**src/rtl/qdec_pkg.sv**
```systemverilog
// Shared types for the quadrature encoder decoder.
package qdec_pkg;

    // Operating mode selected at the mode port.
    typedef enum logic [1:0] {
        QM_OFF   = 2'b00,
        QM_TIMER = 2'b01,
        QM_X2    = 2'b10,
        QM_X4    = 2'b11
    } qmode_e;

    // One decoded movement event for the counter.
    typedef struct packed {
        logic step;   // a countable edge occurred this cycle
        logic up;     // its direction, 1 = forward
    } qstep_t;

endpackage

```
**src/rtl/qdec_prescaler.sv**
```systemverilog
// Filter-clock enable generator.
// Produces a one-cycle tick every 2^sel system cycles; sel above MAX_SHIFT
// saturates. Assumes MAX_SHIFT fits in SEL_W bits.
module qdec_prescaler #(
    parameter int SEL_W     = 4,
    parameter int MAX_SHIFT = 8
) (
    input  logic             clk,
    input  logic             rst_n,
    input  logic [SEL_W-1:0] sel,
    output logic             tick
);
    localparam int CW = (MAX_SHIFT < 1) ? 1 : MAX_SHIFT;

    logic [CW-1:0]    div_q;
    logic [SEL_W-1:0] sel_sat;
    logic [CW:0]      one_hot;
    logic [CW:0]      mask_full;

    // Free-running divider counter.
    always_ff @(posedge clk) begin
        if (!rst_n) div_q <= '0;
        else        div_q <= div_q + CW'(1);
    end

    // Clamp the exponent and build the low-bit mask.
    always_comb begin
        sel_sat   = (sel > SEL_W'(MAX_SHIFT)) ? SEL_W'(MAX_SHIFT) : sel;
        one_hot   = (CW+1)'(1) << sel_sat;
        mask_full = one_hot - (CW+1)'(1);
    end

    // Tick when all masked low bits are set.
    assign tick = ((div_q & mask_full[CW-1:0]) == mask_full[CW-1:0]);

endmodule

```
**src/rtl/qdec_filter.sv**
```systemverilog
// Input synchroniser and glitch filter for one encoder pin.
// The pin is assumed asynchronous and low during reset. The output takes a
// new level only after VOTE consecutive equal samples taken on tick.
// Assumes SYNC_STAGES >= 2 and VOTE >= 2.
module qdec_filter #(
    parameter int SYNC_STAGES = 2,
    parameter int VOTE        = 3
) (
    input  logic clk,
    input  logic rst_n,
    input  logic tick,
    input  logic din,
    output logic dout
);
    logic [SYNC_STAGES-1:0] sync_q;
    logic [VOTE-2:0]        hist_q;
    logic                   s;
    logic                   agree;

    // Bring the pin into the clock domain.
    always_ff @(posedge clk) begin
        if (!rst_n) sync_q <= '0;
        else        sync_q <= {sync_q[SYNC_STAGES-2:0], din};
    end

    assign s     = sync_q[SYNC_STAGES-1];
    assign agree = (hist_q == {(VOTE-1){s}});

    // Sample history shifted on each filter tick.
    generate
        if (VOTE == 2) begin : g_hist1
            always_ff @(posedge clk) begin
                if (!rst_n)    hist_q <= '0;
                else if (tick) hist_q <= s;
            end
        end else begin : g_histn
            always_ff @(posedge clk) begin
                if (!rst_n)    hist_q <= '0;
                else if (tick) hist_q <= {hist_q[VOTE-3:0], s};
            end
        end
    endgenerate

    // Accept the level once enough equal samples agree.
    always_ff @(posedge clk) begin
        if (!rst_n)             dout <= 1'b0;
        else if (tick && agree) dout <= s;
    end

endmodule

```
**src/rtl/qdec_decoder.sv**
```systemverilog
// Quadrature edge decoder.
// Compares filtered phases against their previous values, then reports
// countable steps (x2: phase A edges only, x4: all single-phase edges), the
// last direction, a sticky error for simultaneous phase changes, and index
// rising edges. The previous values are tracked in every mode, so a mode
// switch produces no false edge.
module qdec_decoder
    import qdec_pkg::*;
(
    input  logic   clk,
    input  logic   rst_n,
    input  qmode_e mode,
    input  logic   fa,
    input  logic   fb,
    input  logic   fidx,
    output qstep_t step,
    output logic   dir_up,
    output logic   err,
    output logic   idx_rise
);
    logic prev_a, prev_b, prev_idx;
    logic ch_a, ch_b, quad, single, both, counted, up;

    // Remember the last filtered levels.
    always_ff @(posedge clk) begin
        if (!rst_n) begin
            prev_a   <= 1'b0;
            prev_b   <= 1'b0;
            prev_idx <= 1'b0;
        end else begin
            prev_a   <= fa;
            prev_b   <= fb;
            prev_idx <= fidx;
        end
    end

    // Classify the transition seen this cycle.
    always_comb begin
        ch_a    = fa ^ prev_a;
        ch_b    = fb ^ prev_b;
        quad    = (mode == QM_X2) || (mode == QM_X4);
        single  = ch_a ^ ch_b;
        both    = ch_a & ch_b;
        counted = quad && single && ((mode == QM_X4) || ch_a);
        // Forward: an A edge leaves A != B, a B edge leaves B == A.
        up      = ch_a ? (fa ^ fb) : ~(fa ^ fb);
    end

    assign step.step = counted;
    assign step.up   = up;
    assign idx_rise  = fidx & ~prev_idx;

    // Direction of the most recent counted edge.
    always_ff @(posedge clk) begin
        if (!rst_n)       dir_up <= 1'b1;
        else if (counted) dir_up <= up;
    end

    // Sticky flag for an undecodable transition.
    always_ff @(posedge clk) begin
        if (!rst_n)           err <= 1'b0;
        else if (quad && both) err <= 1'b1;
    end

endmodule

```
**src/rtl/qdec_counter.sv**
```systemverilog
// Wrapping position / timer counter.
// Counts up or down on decoder steps, or up on timer ticks, and wraps
// against max_val with a one-cycle irq. An index clear has the highest
// priority. Assumes at most one event per cycle from the selected source.
module qdec_counter
    import qdec_pkg::*;
#(
    parameter int CNT_W = 16
) (
    input  logic             clk,
    input  logic             rst_n,
    input  qmode_e           mode,
    input  logic             tick,
    input  qstep_t           step,
    input  logic             idx_clr,
    input  logic [CNT_W-1:0] max_val,
    output logic [CNT_W-1:0] cnt,
    output logic             irq
);
    logic quad, inc, dec;

    // Select the counting source for the current mode.
    always_comb begin
        quad = (mode == QM_X2) || (mode == QM_X4);
        inc  = (mode == QM_TIMER) ? tick : (quad && step.step && step.up);
        dec  = quad && step.step && !step.up;
    end

    // Update the count and generate the wrap pulse.
    always_ff @(posedge clk) begin
        if (!rst_n) begin
            cnt <= '0;
            irq <= 1'b0;
        end else begin
            irq <= 1'b0;
            if (idx_clr) begin
                cnt <= '0;
            end else if (inc) begin
                if (cnt >= max_val) begin
                    cnt <= '0;
                    irq <= 1'b1;
                end else begin
                    cnt <= cnt + CNT_W'(1);
                end
            end else if (dec) begin
                if (cnt == '0) begin
                    cnt <= max_val;
                    irq <= 1'b1;
                end else begin
                    cnt <= cnt - CNT_W'(1);
                end
            end
        end
    end

endmodule

```
**src/rtl/qdec_top.sv**
```systemverilog
// Quadrature encoder decoder top level.
// Filters the three encoder pins, decodes phase edges in x2 or x4 mode and
// drives a wrapping counter, or runs that counter as a timer. The encoder
// pins are asynchronous and low while reset is held.
module qdec_top
    import qdec_pkg::*;
#(
    parameter int CNT_W       = 16,
    parameter int SEL_W       = 4,
    parameter int MAX_SHIFT   = 8,
    parameter int SYNC_STAGES = 2,
    parameter int VOTE        = 3
) (
    input  logic             clk,
    input  logic             rst_n,
    input  logic             enc_a,
    input  logic             enc_b,
    input  logic             enc_idx,
    input  logic [1:0]       mode,
    input  logic [SEL_W-1:0] filt_sel,
    input  logic             idx_clr_en,
    input  logic [CNT_W-1:0] max_count,
    output logic [CNT_W-1:0] pos_count,
    output logic             dir_up,
    output logic             irq,
    output logic             phase_err
);
    localparam int NPINS = 3;

    qmode_e          mode_e;
    logic            tick;
    logic [NPINS-1:0] raw_pins;
    logic [NPINS-1:0] flt_pins;
    qstep_t          step;
    logic            idx_rise;
    logic            idx_clr;

    assign mode_e   = qmode_e'(mode);
    assign raw_pins = {enc_idx, enc_b, enc_a};

    qdec_prescaler #(
        .SEL_W     (SEL_W),
        .MAX_SHIFT (MAX_SHIFT)
    ) u_presc (
        .clk   (clk),
        .rst_n (rst_n),
        .sel   (filt_sel),
        .tick  (tick)
    );

    // One filter per encoder pin.
    generate
        for (genvar i = 0; i < NPINS; i++) begin : g_flt
            qdec_filter #(
                .SYNC_STAGES (SYNC_STAGES),
                .VOTE        (VOTE)
            ) u_flt (
                .clk   (clk),
                .rst_n (rst_n),
                .tick  (tick),
                .din   (raw_pins[i]),
                .dout  (flt_pins[i])
            );
        end
    endgenerate

    qdec_decoder u_dec (
        .clk      (clk),
        .rst_n    (rst_n),
        .mode     (mode_e),
        .fa       (flt_pins[0]),
        .fb       (flt_pins[1]),
        .fidx     (flt_pins[2]),
        .step     (step),
        .dir_up   (dir_up),
        .err      (phase_err),
        .idx_rise (idx_rise)
    );

    assign idx_clr = idx_clr_en && idx_rise &&
                     ((mode_e == QM_X2) || (mode_e == QM_X4));

    qdec_counter #(
        .CNT_W (CNT_W)
    ) u_cnt (
        .clk     (clk),
        .rst_n   (rst_n),
        .mode    (mode_e),
        .tick    (tick),
        .step    (step),
        .idx_clr (idx_clr),
        .max_val (max_count),
        .cnt     (pos_count),
        .irq     (irq)
    );

endmodule

```
**config.mk**
```make
export PLATFORM = sky130hd
export DESIGN_NAME = qdec_top
export DESIGN_NICKNAME = d
export VERILOG_FILES = /design/src/rtl/qdec_pkg.sv /design/src/rtl/qdec_prescaler.sv /design/src/rtl/qdec_filter.sv /design/src/rtl/qdec_decoder.sv /design/src/rtl/qdec_counter.sv /design/src/rtl/qdec_top.sv
export SDC_FILE = /design/constraint.sdc
export NUM_CORES = 1
export LEC_CHECK = 0
export BUFFER_PORTS_ARGS = -buffer_cell sky130_fd_sc_hd__buf_2
export CAP_MARGIN = 15
export CORE_ASPECT_RATIO = 1.4
export CORE_MARGIN = 3
export CORE_UTILIZATION = 50
export CTS_BUF_LIST = sky130_fd_sc_hd__clkbuf_4 sky130_fd_sc_hd__clkbuf_8 sky130_fd_sc_hd__clkbuf_16
export DETAILED_ROUTE_END_ITERATION = 12
export PLACE_DENSITY = 0.8
export SLEW_MARGIN = 15
export SYNTH_ARGS = -nofsm -noshare
export SYNTH_HDL_FRONTEND = slang
export SYNTH_SLANG_ARGS = --single-unit
```
**constraint.sdc**
```tcl
create_clock -name clk -period 4.59 [get_ports clk]
set_input_delay 0.2295 -clock clk [delete_from_list [all_inputs] [get_ports clk]]
set_output_delay 0.2295 -clock clk [all_outputs]
set_load 0.02 [all_outputs]
```
==> impl_metrics.csv, run 1 <==
group,metric,value,unit
power_and_ir_drop,p_per_area,219,nW/um2
worst_setup_path,r2r_start,"u_cnt.cnt[0]$_SDFFE_PP0P_",
floorplan,io_pins,47,
worst_setup_path,start_kind,"flip-flop",
clocking,numCtsBuffers,5,
detailed_routing,drt_first_pass_iters,4,
power_and_ir_drop,pwr-share-clk,39.7,%
detailed_routing,dr.max_layer_used,"met4",
worst_setup_path,path_cells,"inv_1 > ha_1 > or3b_2 > o2111ai_1 > a31oi_1 > o21ai_0 > nand2_1 > o41ai_1 > a22o_1",
logic_synthesis,ys_seq_elements,45,
logic_synthesis,synth.top_cell.area_share,28.6,%
placed_design,hpwl,5890,um
detailed_routing,routed_wl,7830,um
layout,area_growth,11.2,%
detailed_routing,drt-initial-drc-count,226,
power_and_ir_drop,seq_power_share,52.0,%
logic_synthesis,synth_top_area_cell,"dfxtp_1",
power_and_ir_drop,p_int,586,uW
detailed_routing,via_count,3054,
timing,finalCritPeriodShare,71.4,%
worst_setup_path,crit_fanout,7,
logic_synthesis,synth_common_cells,"dfxtp_1 (45), nand2_1 (35), inv_1 (27), nor2_1 (27), o21ai_0 (23)",
logic_synthesis,synthDistinctLibCells,63,
worst_setup_path,slowest_stage,"o21ai_0",
clocking,ctsHoldBuffers,0,
logic_synthesis,synth_cells,391,
hold_path,hp-start,"enc_idx",
logic_synthesis,synth-edff-count,0,
clocking,cts_setup_buffers,0,
clocking,root_buffer,"clkbuf_8",
timing,setup_viol,0,
logic_synthesis,ys_seq_area_share,28.6,%
power_and_ir_drop,swShare,23.5,%
global_routing,antenna_found_initial,0,
timing,rsz0062_at_grt,"false",
timing,hold_viol,0,
timing,max_freq,305,MHz
power_and_ir_drop,power_frac_comb,8.3,%
layout,nNetsFinal,480,
clocking,htree_num_levels,2,
logic_synthesis,syn_area,3150,um2
detailed_routing,met2_wirelength,4180,um
timing,slew_headroom,33.6,%
clocking,cts.sinks,45,
placed_design,placedCellCount,493,
worst_setup_path,r2r_slack,1310,ps
layout,fin_util,58.4,%
layout,drive_above_1_share,16.2,%
worst_setup_path,crit_path_max_incr_delay,640,ps
power_and_ir_drop,leakagePower,1.53,nW
clocking,clk-insertion-delay-late,300,ps
worst_setup_path,cp.arrival,3530,ps
worst_setup_path,ff2ff_path_depth,9,
logic_synthesis,synth_warnings,0,
worst_setup_path,cp.depth,9,
timing,tns,0,ps
detailed_routing,wl_met1,3090,um
clocking,clockBufferDepth,2,
global_routing,grt_pass1_vias,2930,
detailed_routing,post_drt_via_cell_ratio,6.10,
clocking,cts-resized-gates,0,
detailed_routing,route.detailed.drc,0,
floorplan,die_w,73.0,um
logic_synthesis,yosysMostFrequentCell,"dfxtp_1",
timing,tightest_slew,990,ps
timing,slew_violations,0,
layout,instances_no_fill,501,
logic_synthesis,async_flop_share,0,%
logic_synthesis,syn-num-nets,441,
worst_setup_path,path_buf_inv,1,
worst_setup_path,required,4840,ps
logic_synthesis,synth_area_leaders,"dfxtp_1 (29%), ha_1 (8.7%), nand2_1 (4.2%), o21ai_0 (3.7%), and2_1 (3.6%)",
hold_path,hp-class,"primary input to flip-flop",
floorplan,dieArea,7290,um2
detailed_routing,routedWlPerCell,15.6,um
worst_setup_path,worstSetupEndpoint,"u_cnt.cnt[7]$_SDFFE_PP0P_",
logic_synthesis,synth_area_per_cell,8.05,um2
clocking,cts_tree,"yes",
placed_design,gp_congestion,0.878,
clocking,path_clk_slew,90,ps
worst_setup_path,end_kind,"flip-flop",
worst_setup_path,r2r_end,"u_cnt.cnt[7]$_SDFFE_PP0P_",
global_routing,grt_pass1_wl,13200,um
detailed_routing,wl_met3,367,um
layout,diodes,0,
floorplan,core,5990,um2
global_routing,grt_overflow,0,
power_and_ir_drop,peakVddDrop,0.000183,V
worst_setup_path,startpoint,"u_cnt.cnt[0]$_SDFFE_PP0P_",
power_and_ir_drop,switchingPower,181,uW
run,cap_violations,0,
placed_design,port-buffer-count,46,
global_routing,grt_max_degree,31,
timing,period_needed,3280,ps
worst_setup_path,crit_type,"flip-flop to flip-flop",
worst_setup_path,cp_top_family,"compound AO/OA/AOI/OAI gates",
status,status,"finished clean",
floorplan,start_util,52.6,%
logic_synthesis,synth_flop_cell,"dfxtp_1",
floorplan,die_h,99.9,um
floorplan,fp-row-count,33,
global_routing,gr-usage-all-layers,22.3,%
timing,skew,7.29,ps
detailed_routing,postRouteAntennaNets,0,
==> power groups by stage <==
| stage | Clock, mW | Sequential [mW] | Combinational, mW |
|---|---|---|---|
| CTS | 0.310 | 0.399 | 0.0642 |
| floorplan | 0 | 0.406 | 0.0392 |
| global route | 0.329 | 0.399 | 0.0728 |
| global placement | 0 | 0.408 | 0.0615 |
| detailed placement | 0 | 0.408 | 0.0636 |
| finish | 0.304 | 0.399 | 0.0637 |
==> cell type report <==
| cell class | instances | area, um2 |
|---|---|---|
| Timing Repair Buffer | 47 | 238 |
| Sequential cell | 45 | 901 |
| Fill cell | 552 | 2490 |
| Tap cell | 70 | 87.6 |
| Multi-Input combinational cell | 304 | 2060 |
| Inverter | 27 | 101 |
| Clock buffer | 5 | 68.8 |
| Clock inverter | 3 | 46.3 |
==> metrics by stage <==
stage                     setup WS (ps)  hold WS (ps)  power [mW]  instance area, um2
after floorplan                    1820           357       0.446                3150
after global placement             1430           413       0.469                3380
after detailed placement           1390           427       0.472                3380
after CTS                          1360           125       0.773                3500
after global routing                942           126       0.801                3500
final                              1310           135       0.767                3500
==> placed cells by master, fill, tap and decap left out, drive strengths merged, types with 7 or more instances in the layout <==
master	count
a21oi	20
ha	22
and2	19
xor2	12
nand2	35
o21ai	24
xnor2	8
nor2	27
dfxtp	45
inv	27
nor2b	7
nor3	12
o211ai	9
nand3	19
nand4	8
buf	47
==> flip-flops by register name, indices dropped and copies added (netlist names) <==
name / cells
g_flt.u_flt.dout: 3
g_flt.u_flt.hist_q: 6
g_flt.u_flt.sync_q: 6
u_cnt.cnt: 16
u_cnt.irq: 1
u_dec.dir_up: 1
u_dec.err: 1
u_dec.prev_a: 1
u_dec.prev_b: 1
u_dec.prev_idx: 1
u_presc.div_q: 8
==> worst min path at each step <==
| stage | end | cells past startpoint |
|---|---|---|
| 6_report | g_flt[2].u_flt.sync_q[0]$_SDFF_PN0_ | 2 |
| 5_1_grt | g_flt[2].u_flt.sync_q[0]$_SDFF_PN0_ | 2 |
| 4_1_cts | g_flt[0].u_flt.sync_q[0]$_SDFF_PN0_ | 2 |
| 3_5_place_dp | g_flt[2].u_flt.sync_q[1]$_SDFF_PN0_ | 1 |
| 3_3_place_gp | g_flt[1].u_flt.sync_q[1]$_SDFF_PN0_ | 1 |
| 2_1_floorplan | g_flt[0].u_flt.sync_q[0]$_SDFF_PN0_ | 1 |
==> cells by family (layout without fill, tap and decap cells) <==
group / count (synthesis) / count (layout) / synth area share [%]
muxes: 5 / 5 / 1.63
buffers and inverters: 42 / 82 / 6.04
adders and majority gates: 22 / 22 / 8.75
DFF: 45 / 45 / 28.6
xor gates and xnor gates: 20 / 20 / 5.57
and+or+nand+nor: 152 / 152 / 25.6
AOI/OAI and AO/OA: 105 / 105 / 23.8
==> metal layers <==
layer	vias to the layer above	track usage [%]
met2	110	40.1
met5	-	0
li1	1496	-
met3	14	3.11
met4	0	10.5
met1	1434	25.3
Note: power is estimated with default switching activity, not from simulation.
==> inputs of run 2 (changes only) <==
ABC_AREA = 1   (was unset)
PLACE_DENSITY = 0.82   (was 0.8)
clock period = 2.7 ns   (was 4.59 ns; I/O delays follow)
==> impl_metrics.csv, run 2 <==
group,metric,value,unit
status,status,"finished clean",
global_routing,grt_pass1_vias,3746,
timing,period_needed,2340,ps
placed_design,hpwl,7180,um
timing,worst_slack,356,ps
detailed_routing,route.detailed.drc,0,
logic_synthesis,async_flop_share,0,%
logic_synthesis,syn_area,3620,um2
clocking,path_clk_slew,100,ps
logic_synthesis,synth_area_per_cell,6.11,um2
worst_setup_path,cp.arrival,2550,ps
placed_design,placedCellCount,726,
placed_design,place_area,3920,um2
worst_setup_path,r2r_slack,360,ps
worst_setup_path,r2r_start,"g_flt[0].u_flt.dout$_SDFFE_PN0P_",
placed_design,port-buffer-count,46,
logic_synthesis,yosysMostFrequentCell,"nand2_1",
floorplan,io_pins,47,
clocking,cts_tree,"yes",
timing,tightest_slew,475,ps
worst_setup_path,crit_type,"flip-flop to flip-flop",
logic_synthesis,ys_seq_elements,45,
global_routing,gr-usage-all-layers,23.3,%
worst_setup_path,critPathMostFrequentCell,"inv_1",
logic_synthesis,synth_cells,593,
detailed_routing,routedWlPerCell,12.5,um
logic_synthesis,syn-num-nets,643,
worst_setup_path,startpoint,"g_flt[0].u_flt.dout$_SDFFE_PN0P_",
hold_path,hp-start,"enc_idx",
layout,layout_common_cells,"nand2_1 (152), nor2_1 (100), inv_1 (76)",
timing,max_freq,427,MHz
worst_setup_path,slowest_stage,"nand3_4",
timing,skew,7.36,ps
logic_synthesis,synth_top_area_cell,"dfxtp_1",
clocking,cts_setup_buffers,0,
detailed_routing,post_drt_via_cell_ratio,5.17,
logic_synthesis,synth_warnings,0,
detailed_routing,via_count,3794,
timing,finalCritPeriodShare,86.8,%
hold_path,hp-class,"primary input to flip-flop",
worst_setup_path,crit_path_max_incr_delay,370,ps
floorplan,die_h,107,um
floorplan,core,6980,um2
worst_setup_path,required,2910,ps
power_and_ir_drop,p_per_area,314,nW/um2
clocking,cts.sinks,45,
timing,tns,0,ps
timing,slew_violations,0,
timing,setup_viol,0,
logic_synthesis,synth_common_cells,"nand2_1 (152), nor2_1 (100), inv_1 (76)",
placed_design,dpl_worst_slack,365,ps
worst_setup_path,start_kind,"flip-flop",
worst_setup_path,cp_top_family,"simple AND/OR/NAND/NOR gates",
global_routing,grt_max_degree,31,
detailed_routing,drt_first_pass_iters,6,
power_and_ir_drop,leakagePower,2.26,nW
floorplan,dieArea,8320,um2
worst_setup_path,end_kind,"flip-flop",
logic_synthesis,synthDistinctLibCells,33,
worst_setup_path,path_cells,"xnor2_1 > inv_1 > ha_1 > nand3_1 > inv_1 > nand2_2 > nand3_4 > o21bai_1 > nor2_1",
hold_path,holdPathStages,3,
detailed_routing,routed_wl,9200,um
logic_synthesis,synth.top_cell.area_share,24.9,%
global_routing,grt_overflow,0,
timing,hold_viol,0,
logic_synthesis,synth_flop_cell,"dfxtp_1",
layout,stdcell_area,4010,um2
layout,drive_above_1_share,13.5,%
layout,final_common_cell,"nand2_1",
clocking,htree_num_levels,2,
floorplan,die_w,78.0,um
clocking,numCtsBuffers,5,
layout,nNetsFinal,688,
power_and_ir_drop,peakVddDrop,0.000379,V
worst_setup_path,crit_fanout,30,
detailed_routing,postRouteAntennaNets,0,
layout,biggestRegsByFlops,"u_cnt.cnt x16, u_presc.div_q x8",
layout,fin_util,57.5,%
clocking,cts-resized-gates,0,
timing,rsz0062_at_grt,"false",
placed_design,gp_congestion,0.911,
layout,instances_no_fill,734,
layout,largest_register_ffs,16,
floorplan,start_util,51.9,%
logic_synthesis,synth_area_leaders,"dfxtp_1 (25%), nand2_1 (16%), nor2_1 (10%), inv_1 (7.9%), ha_1 (7.6%)",
global_routing,grt_pass1_wl,15900,um
worst_setup_path,ff2ff_path_depth,9,
worst_setup_path,r2r_end,"u_cnt.cnt[3]$_SDFFE_PP0P_",
layout,diodes,0,
clocking,root_buffer,"clkbuf_8",
clocking,clk-insertion-delay-late,300,ps
logic_synthesis,synth-edff-count,0,
timing,slew_headroom,68.2,%
layout,area_growth,10.7,%
worst_setup_path,path_buf_inv,2,
hold_path,hold_end,"g_flt[2].u_flt.sync_q[0]$_SDFF_PN0_",
run,cap_violations,0,
logic_synthesis,ys_seq_area_share,24.9,%
clocking,ctsHoldBuffers,0,
clocking,clockBufferDepth,2,
detailed_routing,drt-initial-drc-count,374,
global_routing,antenna_found_initial,0,
layout,largest-register,"u_cnt.cnt",
floorplan,fp-row-count,36,
## run 2: changes by cell type in the layout (fill, tap and decap cells not counted), sizes merged, moves of 7 or more
cell    before  now
nand2       35  155
nor2        27  106
inv         27   83
nand3       19   53
o21bai       0   16
buf         47   58
o21ai       24   34
and2        19   10
o211ai       9    1
nor2b        7    0
nor3        12    5
## run 2: kinds of logic (layout without fill, tap and decap cells)
group	Yosys count	after routing	synth area share (%)
buffers and inverters	100	146	12.4
AOI/OAI and AO/OA	71	71	11.2
adders and majority gates	22	22	7.59
xor gates and xnor gates	17	17	4.11
and+or+nand+nor	338	338	39.9
DFF	45	45	24.9
## run 2: final cells by class
cell class              instances  area (um2)
repair buffers                 58         320
multi-input cells             448        2280
clock inverters                 3        28.8
well taps                      95         119
fillers                       687        2970
inverters                      80         300
clock buffers                   5        68.8
flip-flops and latches         45         901
## run 2: per-stage QoR
step / hold WS, ps / total power [mW]
2_1_floorplan: 233 / 0.769
3_3_place_gp: 320 / 0.809
3_5_place_dp: 325 / 0.813
4_1_cts: 0.497 / 1.27
5_1_grt: 6.37 / 1.32
6_report: 5.25 / 1.26
## run 2: power breakdown
group	internal (mW)	total, mW	switching [mW]	leakage, nW
clock	0.196	0.461	0.265	0.0511
combinational	0.0507	0.121	0.0706	1.84
sequential	0.671	0.677	0.00521	0.364
total	0.918	1.26	0.341	2.26
## run 2: routing by layer
| metal | vias to the layer above | global-route usage [%] | wire length (um) |
|---|---|---|---|
| met5 | - | 0 | 0 |
| met2 | 148 | 41.8 | 4600 |
| met1 | 1680 | 26.4 | 3600 |
| met3 | 24 | 3.78 | 642 |
| met4 | 0 | 11.9 | 362 |
| li1 | 1942 | - | - |
## run 2: worst register-to-register path, delay by kind of cell, from the launching register on
kind                       cells  cell delay [ps]
buffers and inverters          2              150
AOI/OAI and AO/OA              1              260
and+or+nand+nor                4              900
adders and majority gates      1              300
xor gates and xnor gates       1              290
DFF                            1              350
## run 2: worst max path at each step
stage / end / slack [ps] / cells after the start
4_1_cts: u_cnt.cnt[9]$_SDFFE_PP0P_ / 360 / 9
3_5_place_dp: u_cnt.cnt[9]$_SDFFE_PP0P_ / 360 / 13
6_report: u_cnt.cnt[3]$_SDFFE_PP0P_ / 360 / 9
3_3_place_gp: u_cnt.cnt[14]$_SDFFE_PP0P_ / 490 / 13
5_1_grt: u_cnt.cnt[14]$_SDFFE_PP0P_ / 80 / 9
2_1_floorplan: u_cnt.cnt[3]$_SDFFE_PP0P_ / 850 / 12
